==> src/rtl/sspi_pkg.sv <==
package sspi_pkg;
  localparam logic [11:0] A_FRAME = 12'h000;
  localparam logic [11:0] A_ENABLE = 12'h004;
  localparam logic [11:0] A_DATA = 12'h008;
  localparam logic [11:0] A_STAT = 12'h00C;
  localparam logic [11:0] A_PRESC = 12'h010;
  localparam logic [11:0] A_ID0 = 12'hFE0;
  localparam logic [11:0] A_ID1 = 12'hFE4;
  localparam logic [11:0] A_ID2 = 12'hFE8;
  localparam logic [11:0] A_ID3 = 12'hFEC;

  localparam logic [7:0] ID_W0 = 8'h22;
  localparam logic [7:0] ID_W1 = 8'h10;
  localparam logic [7:0] ID_W2 = 8'h04;
  localparam logic [7:0] ID_W3 = 8'h00;

  localparam int POL_BIT = 6;
  localparam int PHA_BIT = 7;
  localparam int EN_BIT = 1;

  typedef struct packed {
    logic busy;
    logic rx_full;
    logic rx_nempty;
    logic tx_nfull;
    logic tx_empty;
  } stat_t;
endpackage

==> src/rtl/sspi_fifo.sv <==
module sspi_fifo #(
  parameter int W = 16,
  parameter int DEPTH = 8
) (
  input  logic         clk,
  input  logic         rst_n,
  input  logic         push,
  input  logic         pop,
  input  logic [W-1:0] din,
  output logic [W-1:0] dout,
  output logic         full,
  output logic         empty
);
  localparam int AW = (DEPTH > 1) ? $clog2(DEPTH) : 1;
  localparam int CW = AW + 1;

  logic [W-1:0]  mem [DEPTH];
  logic [AW-1:0] wp, rp;
  logic [CW-1:0] cnt;
  logic          do_push, do_pop;

  assign full    = (cnt == CW'(DEPTH));
  assign empty   = (cnt == '0);
  assign do_push = push && !full;
  assign do_pop  = pop && !empty;
  assign dout    = mem[rp];

  function automatic logic [AW-1:0] nxt(input logic [AW-1:0] p);
    return (p == AW'(DEPTH - 1)) ? '0 : p + 1'b1;
  endfunction

  always_ff @(posedge clk) begin
    if (do_push) mem[wp] <= din;
  end

  always_ff @(posedge clk or negedge rst_n) begin
    if (!rst_n) begin
      wp  <= '0;
      rp  <= '0;
      cnt <= '0;
    end else begin
      if (do_push) wp <= nxt(wp);
      if (do_pop) rp <= nxt(rp);
      case ({do_push, do_pop})
        2'b10:   cnt <= cnt + 1'b1;
        2'b01:   cnt <= cnt - 1'b1;
        default: cnt <= cnt;
      endcase
    end
  end

  // a push into a full queue leaves the fill level alone
  assert_no_overflow_R7: assert property (@(posedge clk) disable iff (!rst_n)
    (push && full && !pop) |=> (cnt == $past(cnt)));

  // a pop from an empty queue leaves the fill level alone
  assert_no_underflow_R10: assert property (@(posedge clk) disable iff (!rst_n)
    (pop && empty && !push) |=> (cnt == $past(cnt)));
endmodule

==> src/rtl/sspi_baud.sv <==
module sspi_baud (
  input  logic       clk,
  input  logic       rst_n,
  input  logic       run,
  input  logic [7:0] presc,
  input  logic [7:0] rate,
  output logic       tick
);
  logic [6:0] pc, plim;
  logic [7:0] rc;

  assign plim = (presc[7:1] == 7'd0) ? 7'd0 : presc[7:1] - 7'd1;
  assign tick = run && (pc == plim) && (rc == rate);

  always_ff @(posedge clk or negedge rst_n) begin
    if (!rst_n) begin
      pc <= '0;
      rc <= '0;
    end else if (!run) begin
      pc <= '0;
      rc <= '0;
    end else if (pc == plim) begin
      pc <= '0;
      rc <= (rc == rate) ? 8'd0 : rc + 8'd1;
    end else begin
      pc <= pc + 7'd1;
    end
  end
endmodule

==> src/rtl/sspi_engine.sv <==
module sspi_engine #(
  parameter int MAXW = 16
) (
  input  logic                     clk,
  input  logic                     rst_n,
  input  logic                     start,
  input  logic [MAXW-1:0]          tx_word,
  input  logic [$clog2(MAXW)-1:0]  width_m1,
  input  logic                     pol,
  input  logic                     pha,
  input  logic                     tick,
  input  logic                     miso,
  output logic                     active,
  output logic                     done,
  output logic [MAXW-1:0]          rx_word,
  output logic                     sclk,
  output logic                     mosi
);
  localparam int WW = $clog2(MAXW);
  localparam int EW = $clog2(2 * MAXW);

  logic [EW-1:0]   cnt, last;
  logic [WW-1:0]   wl;
  logic [MAXW-1:0] shtx, shrx;
  logic            tgl, pol_l, pha_l;
  logic            samp, shev;

  assign last    = EW'({wl, 1'b1});
  assign samp    = pha_l ? cnt[0] : ~cnt[0];
  assign shev    = pha_l ? (~cnt[0] && (cnt != '0)) : cnt[0];
  assign sclk    = active ? (pol_l ^ tgl) : pol;
  assign mosi    = shtx[MAXW-1];
  assign rx_word = shrx;

  always_ff @(posedge clk or negedge rst_n) begin
    if (!rst_n) begin
      active <= 1'b0;
      done   <= 1'b0;
      cnt    <= '0;
      wl     <= '0;
      shtx   <= '0;
      shrx   <= '0;
      tgl    <= 1'b0;
      pol_l  <= 1'b0;
      pha_l  <= 1'b0;
    end else begin
      done <= 1'b0;
      if (!active) begin
        if (start) begin
          active <= 1'b1;
          cnt    <= '0;
          tgl    <= 1'b0;
          wl     <= width_m1;
          pol_l  <= pol;
          pha_l  <= pha;
          shtx   <= tx_word << (WW'(MAXW - 1) - width_m1);
          shrx   <= '0;
        end
      end else if (tick) begin
        tgl <= ~tgl;
        if (samp) shrx <= {shrx[MAXW-2:0], miso};
        if (shev) shtx <= {shtx[MAXW-2:0], 1'b0};
        if (cnt == last) begin
          active <= 1'b0;
          done   <= 1'b1;
        end
        cnt <= cnt + 1'b1;
      end
    end
  end

  // an even number of clock toggles closes each frame, so the clock is back at rest
  assert_frame_ends_idle_R4: assert property (@(posedge clk) disable iff (!rst_n)
    done |-> (tgl == 1'b0));

  // the edge counter never runs past two edges per frame bit
  assert_edge_bound_R3: assert property (@(posedge clk) disable iff (!rst_n)
    active |-> (cnt <= last));
endmodule

==> src/rtl/sspi_ctrl.sv <==
module sspi_ctrl
  import sspi_pkg::*;
#(
  parameter int DW = 16,
  parameter int FDEPTH = 8
) (
  input  logic        clk,
  input  logic        rst_n,
  input  logic [11:0] bus_addr,
  input  logic        bus_we,
  input  logic        bus_re,
  input  logic [31:0] bus_wdata,
  output logic [31:0] bus_rdata,
  output logic        sclk_o,
  output logic        mosi_o,
  input  logic        miso_i
);
  localparam int WW = $clog2(DW);

  logic [15:0]   frame_r;
  logic          en_r;
  logic [7:0]    presc_r;
  logic [DW-1:0] tx_head, rx_head, rx_word;
  logic          tx_full, tx_empty, rx_full, rx_empty;
  logic          tx_push, rx_pop, start;
  logic          active, done, tick;
  stat_t         st;
  logic          unused_wdata;

  assign unused_wdata = ^bus_wdata[31:16];

  always_ff @(posedge clk or negedge rst_n) begin
    if (!rst_n) begin
      frame_r <= '0;
      en_r    <= 1'b0;
      presc_r <= '0;
    end else if (bus_we) begin
      case (bus_addr)
        A_FRAME:  frame_r <= bus_wdata[15:0];
        A_ENABLE: en_r    <= bus_wdata[EN_BIT];
        A_PRESC:  presc_r <= bus_wdata[7:0];
        default:  ;
      endcase
    end
  end

  assign tx_push = bus_we && (bus_addr == A_DATA);
  assign rx_pop  = bus_re && (bus_addr == A_DATA) && !rx_empty;
  assign start   = en_r && !tx_empty && !rx_full && !active && !done;

  sspi_fifo #(.W(DW), .DEPTH(FDEPTH)) u_txq (
    .clk(clk), .rst_n(rst_n), .push(tx_push), .pop(start),
    .din(bus_wdata[DW-1:0]), .dout(tx_head), .full(tx_full), .empty(tx_empty)
  );

  sspi_fifo #(.W(DW), .DEPTH(FDEPTH)) u_rxq (
    .clk(clk), .rst_n(rst_n), .push(done), .pop(rx_pop),
    .din(rx_word), .dout(rx_head), .full(rx_full), .empty(rx_empty)
  );

  sspi_baud u_baud (
    .clk(clk), .rst_n(rst_n), .run(active),
    .presc(presc_r), .rate(frame_r[15:8]), .tick(tick)
  );

  sspi_engine #(.MAXW(DW)) u_eng (
    .clk(clk), .rst_n(rst_n), .start(start), .tx_word(tx_head),
    .width_m1(frame_r[WW-1:0]), .pol(frame_r[POL_BIT]), .pha(frame_r[PHA_BIT]),
    .tick(tick), .miso(miso_i), .active(active), .done(done),
    .rx_word(rx_word), .sclk(sclk_o), .mosi(mosi_o)
  );

  always_comb begin
    st.tx_empty  = tx_empty;
    st.tx_nfull  = !tx_full;
    st.rx_nempty = !rx_empty;
    st.rx_full   = rx_full;
    st.busy      = active || (en_r && !tx_empty);
  end

  always_comb begin
    case (bus_addr)
      A_FRAME:  bus_rdata = {16'd0, frame_r};
      A_ENABLE: bus_rdata = {30'd0, en_r, 1'b0};
      A_DATA:   bus_rdata = rx_empty ? 32'd0 : 32'(rx_head);
      A_STAT:   bus_rdata = {27'd0, st};
      A_PRESC:  bus_rdata = {24'd0, presc_r};
      A_ID0:    bus_rdata = {24'd0, ID_W0};
      A_ID1:    bus_rdata = {24'd0, ID_W1};
      A_ID2:    bus_rdata = {24'd0, ID_W2};
      A_ID3:    bus_rdata = {24'd0, ID_W3};
      default:  bus_rdata = 32'd0;
    endcase
  end

  // a finished frame always finds room in the receive queue
  assert_rx_room_R9: assert property (@(posedge clk) disable iff (!rst_n)
    done |-> !rx_full);

  // a frame only begins while the port is enabled
  assert_start_enabled_R6: assert property (@(posedge clk) disable iff (!rst_n)
    $rose(active) |-> $past(en_r));

  // busy is reported whenever the shift engine is running
  assert_busy_shift_R11: assert property (@(posedge clk) disable iff (!rst_n)
    active |-> st.busy);
endmodule

==> config.mk <==
export PLATFORM = sky130hd
export DESIGN_NAME = sspi_ctrl
export DESIGN_NICKNAME = d
export VERILOG_FILES = /design/src/rtl/sspi_pkg.sv /design/src/rtl/sspi_fifo.sv /design/src/rtl/sspi_baud.sv /design/src/rtl/sspi_engine.sv /design/src/rtl/sspi_ctrl.sv
export SDC_FILE = /design/constraint.sdc
export NUM_CORES = 1
export LEC_CHECK = 0
export BUFFER_PORTS_ARGS = -buffer_cell sky130_fd_sc_hd__buf_4
export CAP_MARGIN = 20
export CORE_MARGIN = 2
export CORE_UTILIZATION = 62
export CTS_CLUSTER_DIAMETER = 100
export CTS_CLUSTER_SIZE = 12
export DETAILED_ROUTE_END_ITERATION = 7
export PLACE_DENSITY = 0.84
export RECOVER_POWER = 100
export SETUP_SLACK_MARGIN = 0.3
export SLEW_MARGIN = 25
export SYNTH_ARGS = -nofsm -noshare
export SYNTH_HDL_FRONTEND = slang
export SYNTH_HIERARCHICAL = 1
export SYNTH_SLANG_ARGS = --single-unit
==> constraint.sdc <==
create_clock -name clk -period 4.7 [get_ports clk]
set_input_delay 0.235 -clock clk [delete_from_list [all_inputs] [get_ports clk]]
set_output_delay 0.235 -clock clk [all_outputs]
set_load 0.02 [all_outputs]
==> results_dict.tcl, run 1 <==
set metrics [dict create \
    std_cell_rows 60 \
    hold_class "input port to flip-flop" \
    ys_seq_area_share_pct 61.3 \
    die_height_um 169 \
    place_hpwl_um 23000 \
    rrSetupSlack_ns 0.65 \
    critical_path_class "input port to output port" \
    vias 9930 \
    path_clk_slew_ns 0.06 \
    maxSlewViolCount 108 \
    vias_per_cell 6.49 \
    mostFrequentLayoutCell "edfxtp_1" \
    gr-total-overflow 0 \
    slew-limit-headroom_pct -91.1 \
    die-area_um2 28500 \
    ys_types 79 \
    drv_cap 4 \
    holdPathEnd "en_r$_DFFE_PN0P_" \
    core_um2 26800 \
    violations "capacitance limit, slew limit" \
    antennaDiodeCount 0 \
    r2r_start "presc_r[1]$_DFFE_PN0P_" \
    ys_async_sr_fraction_pct 29.3 \
    leakage_nw 6.49 \
    cts_max_level 2 \
    critPathSlowestCell "nor4b_1" \
    place_area_um2 17600 \
    crit_path_end_kind "output port" \
    clock_latency_ns 0.53 \
    routedWlPerCell_um 24.0 \
    antenna_found_initial 0 \
    worst_slack_ns 0.631 \
    drive_gt1_share_pct 15.1 \
    cts_buffers 36 \
    r2r_end "u_eng/shtx[9]$_DFFE_PN0P_" \
    clock_sinks 362 \
    hold_start "bus_we" \
    io_pins 83 \
    grt_pass1_vias 9952 \
    pre_cts_ws_ns 1.01 \
    yosysWarningCount 6 \
    crit_path_start "bus_addr[9]" \
    firstDrtPassIters 5 \
    period_minus_slack_ns 4.07 \
    gp_congestion 0.857 \
    status "complete, but fails checks" \
    power_mw 6.37 \
    rsz0062_at_grt "false" \
    p_per_area_nw_per_um2 346 \
    ir_drop_mv 0.374 \
    hold_viol_final 0 \
    io_buffers 50 \
    cp.arrival_ns 3.83 \
    worst_pin_slew_ns 2.84 \
    final_antenna_net_count 0 \
    final_nets 1234 \
    clockRootBuffer "clkbuf_16" \
    worst-path-max-fanout 10 \
    tns_ns 0 \
    synth_ff_type "edfxtp_1" \
    drt_iter0_drc 955 \
    initial_core_util_pct 62.9 \
    area_growth_pct 9.16 \
    netlist_instances 1085 \
    track_usage_pct 26.1 \
    cts_resized 0 \
    ff2ff_path_depth 12 \
    synth-seq-cells 362 \
    grt_start_max_net_pins 75 \
    start_kind "input port" \
    path_cells "buf_4, or4_1, nor4b_1, a22oi_1, nand4_1, clkbuf_1" \
    drt-total-wl_um 36700 \
    drc 0 \
    final_cell_mix "edfxtp_1, dfrtp_1, nand2_1, clkbuf_1, mux2_2" \
    finalCritPeriodShare_pct 86.6 \
    required_ns 4.47 \
    setup_viol 0 \
    avgSynthCellArea_um2 15.5 \
    cts_tree "done" \
    syn_area_um2 16900 \
    fmax_ghz 0.246 \
    grt_pass1_wl_um 56100 \
    synth_edf_count 256 \
    chipWidth_um 169 \
    skew_ns 0.0224 \
    cts.path.max_buffers 3 \
    fin_area_um2 18400 \
    holdPathStages 3 \
    slowest_delay_ns 2.02 \
]
-- worst max-delay path: cells and delay by family --
family / cells / cell delay (ns)
and+or+nand+nor: 3 / 3.01
buffers and inverters: 2 / 0.38
AOI/OAI and AO/OA: 1 / 0.21
-- final cells by class --
| type | count | area, um^2 |
|---|---|---|
| Multi-Input combinational cell | 646 | 5920 |
| Fill cell | 1761 | 8390 |
| Sequential cell | 362 | 10300 |
| Inverter | 23 | 86.3 |
| Timing Repair Buffer | 95 | 559 |
| Clock inverter | 3 | 57.6 |
| Clock buffer | 61 | 1020 |
| Tap cell | 341 | 427 |
-- repair_timing --
item,in CTS,in global routing
hold buffers,17,0
hold endpoints to repair,192,0
setup buffers,0,0
-- worst max path at each step --
stage / end / slack [ns] / cells past startpoint
2_1_floorplan: u_eng/shtx[2]$_DFFE_PN0P_ / 1.14 / 14
3_3_place_gp: u_eng/shtx[8]$_DFFE_PN0P_ / 1.06 / 12
3_5_place_dp: u_eng/shtx[9]$_DFFE_PN0P_ / 1.01 / 12
4_1_cts: u_eng/shtx[9]$_DFFE_PN0P_ / 1.01 / 12
5_1_grt: u_eng/shtx[1]$_DFFE_PN0P_ / 0.45 / 12
6_report: bus_rdata[1] / 0.63 / 6
-- state kept, by name, indices dropped and copies added, names as in the netlist, 4 cells and up --
name / count
frame_r: 16
presc_r: 8
u_baud/pc: 7
u_baud/rc: 8
u_eng/cnt: 5
u_eng/rx_word: 16
u_eng/shtx: 16
u_eng/wl: 4
u_rxq/cnt: 4
u_rxq/mem: 128
u_txq/cnt: 4
u_txq/mem: 128
-- cell usage after synthesis, types with 20 or more instances --
cell	instances	area, um^2
nor2_1	37	139
dfrtp_1	106	2650
mux2i_1	20	200
clkbuf_1	26	97.6
nand2_1	93	349
o21ai_0	41	205
mux4_2	28	631
inv_1	22	82.6
mux4_1	46	1210
edfxtp_1	256	7690
mux2_2	74	833
nor3_1	22	110
-- power by group --
| group | switching [mW] | internal (mW) | total, mW | leakage (nW) |
|---|---|---|---|---|
| Combinational | 0.156 | 0.106 | 0.263 | 2.26 |
| Clock | 1.17 | 1.49 | 2.65 | 0.509 |
| Sequential | 0.0251 | 3.43 | 3.45 | 3.71 |
-- metrics by stage --
| stage | cells | utilization [%] | hold slack (ns) |
|---|---|---|---|
| global placement | 1450 | 65.6 | 0.443 |
| global route | 1531 | 68.7 | 0.151 |
| floorplan | 1100 | - | -0.0606 |
| CTS | 1531 | 70.2 | 0.00385 |
| detailed placement | 1450 | 65.6 | 0.457 |
| finish | 1531 | 68.7 | 0.150 |
-- layer usage --
| layer | wire, um | GRT usage (%) | up-vias |
|---|---|---|---|
| met4 | 1170 | 8.92 | 0 |
| met3 | 2620 | 4.28 | 81 |
| met2 | 18400 | 44.7 | 433 |
| met1 | 14400 | 34.5 | 5030 |
| li1 | - | - | 4386 |
| met5 | 0 | 0 | - |
-- cells by family (layout without fill, tap and decap cells) --
| family | count (synthesis) | count (layout) | share of synthesized area, % |
|---|---|---|---|
| compound gates | 122 | 122 | 5.39 |
| xor+xnor | 26 | 26 | 1.35 |
| fa+ha+maj | 21 | 21 | 1.65 |
| buf+inv | 92 | 182 | 3.04 |
| flops | 362 | 362 | 61.3 |
| mux | 184 | 184 | 18.3 |
| other cells | 1 | 16 | 0.0222 |
| simple gates | 277 | 277 | 8.92 |
Note: power is estimated with default switching activity, not from simulation.
==> run 2: changes to the inputs <==
- clock period: 4.7 -> 4.41 ns (I/O delays scaled with it)
==> results_dict.tcl, run 2 (synthesized netlist as in run 1, its figures left out) <==
set metrics [dict create \
    drt-total-wl_um 37300 \
    drv_cap 4 \
    initial_core_util_pct 62.9 \
    area_growth_pct 9.26 \
    setup_viol 0 \
    cts_max_level 2 \
    place_hpwl_um 23300 \
    cts.path.max_buffers 3 \
    slew-limit-headroom_pct -70.1 \
    io_pins 83 \
    clock_sinks 362 \
    grt_pass1_wl_um 57500 \
    final_cell_mix "edfxtp_1, dfrtp_1, nand2_1, clkbuf_1, mux2_2" \
    drive_gt1_share_pct 15.4 \
    cp.arrival_ns 3.76 \
    grt_pass1_vias 10089 \
    cts_tree "done" \
    reg.largest.list "u_rxq/mem: 128 flops, u_txq/mem: 128 flops" \
    mostFrequentLayoutCell "edfxtp_1" \
    io_buffers 50 \
    grt_start_max_net_pins 74 \
    rsz0062_at_grt "false" \
    pre_cts_ws_ns 0.733 \
    vias_per_cell 6.45 \
    crit_path_end_kind "output port" \
    path_clk_slew_ns 0.06 \
    finalCritPeriodShare_pct 90.3 \
    gp_congestion 0.857 \
    critPathSlowestCell "nor4b_1" \
    hold_class "input port to flip-flop" \
    chipWidth_um 169 \
    cts_resized 0 \
    worst_slack_ns 0.426 \
    worst-path-max-fanout 10 \
    status "complete, but fails checks" \
    worst_pin_slew_ns 2.52 \
    period_minus_slack_ns 3.98 \
    cts_buffers 36 \
    crit_family "simple AND/OR/NAND/NOR gates" \
    cp_common_cell "clkbuf_1" \
    p_per_area_nw_per_um2 367 \
    firstDrtPassIters 6 \
    track_usage_pct 26.8 \
    antennaDiodeCount 0 \
    violations "capacitance limit, slew limit" \
    drt_iter0_drc 925 \
    die-area_um2 28500 \
    die_height_um 169 \
    routedWlPerCell_um 24.3 \
    fmax_ghz 0.251 \
    core_um2 26800 \
    tns_ns 0 \
    final_antenna_net_count 0 \
    clock_latency_ns 0.53 \
    clockRootBuffer "clkbuf_16" \
    std_cell_rows 60 \
    slowest_delay_ns 2.01 \
    cp.buffers_inverters 2 \
    ir_drop_mv 0.383 \
    skew_ns 0.0189 \
    gr-total-overflow 0 \
    path_cells "clkbuf_1, or4_1, nor4b_1, a22oi_1, nand4_1, clkbuf_1" \
    antenna_found_initial 1 \
    critical_path_class "input port to output port" \
    leakage_nw 6.50 \
    required_ns 4.19 \
    maxSlewViolCount 166 \
    drc 0 \
    hold_viol_final 0 \
    final_nets 1240 \
    vias 9916 \
    finalHoldWorstSlack_ns 0.117 \
    start_kind "input port" \
]
[run 2: area by class of cell]
| class | instances | area, um^2 |
|---|---|---|
| Sequential cell | 362 | 10300 |
| Fill cell | 1772 | 8370 |
| Multi-Input combinational cell | 646 | 5930 |
| Clock buffer | 61 | 995 |
| Timing Repair Buffer | 101 | 593 |
| Tap cell | 341 | 427 |
| Inverter | 23 | 86.3 |
| Clock inverter | 4 | 56.3 |
[run 2: timing repair]
item / CTS / global route
endpoints found under the hold margin: 205 / 0
setup buffers: 0 / 0
hold buffers: 18 / 0
[run 2: final timing paths]
path / from / to / slack (ns) / depth (start not counted)
setup / recovery: bus_addr[8] / bus_rdata[1] / 0.43 / 6
hold reg to reg: u_eng/pol_l$_DFFE_PN0P_ / u_eng/pol_l$_DFFE_PN0P_ / 0.50 / 2
max in group asynchronous: rst_n / u_baud/rc[7]$_DFFE_PN0P_ / 0.97 / 3
hold / removal: bus_we / en_r$_DFFE_PN0P_ / 0.12 / 3
min in group asynchronous: rst_n / u_eng/shtx[1]$_DFFE_PN0P_ / 0.78 / 2
setup reg to reg: presc_r[1]$_DFFE_PN0P_ / u_eng/shtx[0]$_DFFE_PN0P_ / 0.53 / 12
[run 2: worst min-delay path, cell delays in order]
cell     delay [ns]
buf_4          0.14
nand4_1        0.08
mux2_2         0.15
[run 2: metal layers]
layer	up-vias	routed length [um]	GRT usage, %
met2	416	18600	45.3
met1	5002	15100	35.8
li1	4409	-	-
met5	-	0	0
met3	89	2490	4.40
met4	0	1070	8.96
[run 2: where the power goes]
part	internal, mW	switching, mW	total [mW]	leakage (nW)
Sequential	3.65	0.0307	3.68	3.71
Combinational	0.114	0.167	0.281	2.29
Clock	1.55	1.24	2.79	0.500
[run 2: stage by stage]
stage,utilization (%),instance area (um^2),total power [mW],cells
finish,68.8,18400,6.75,1538
global route,68.8,18400,6.97,1538
CTS,70.3,18800,6.81,1538
detailed placement,65.7,17600,4.03,1455
global placement,65.7,17600,4.02,1455
floorplan,-,16900,3.93,1100
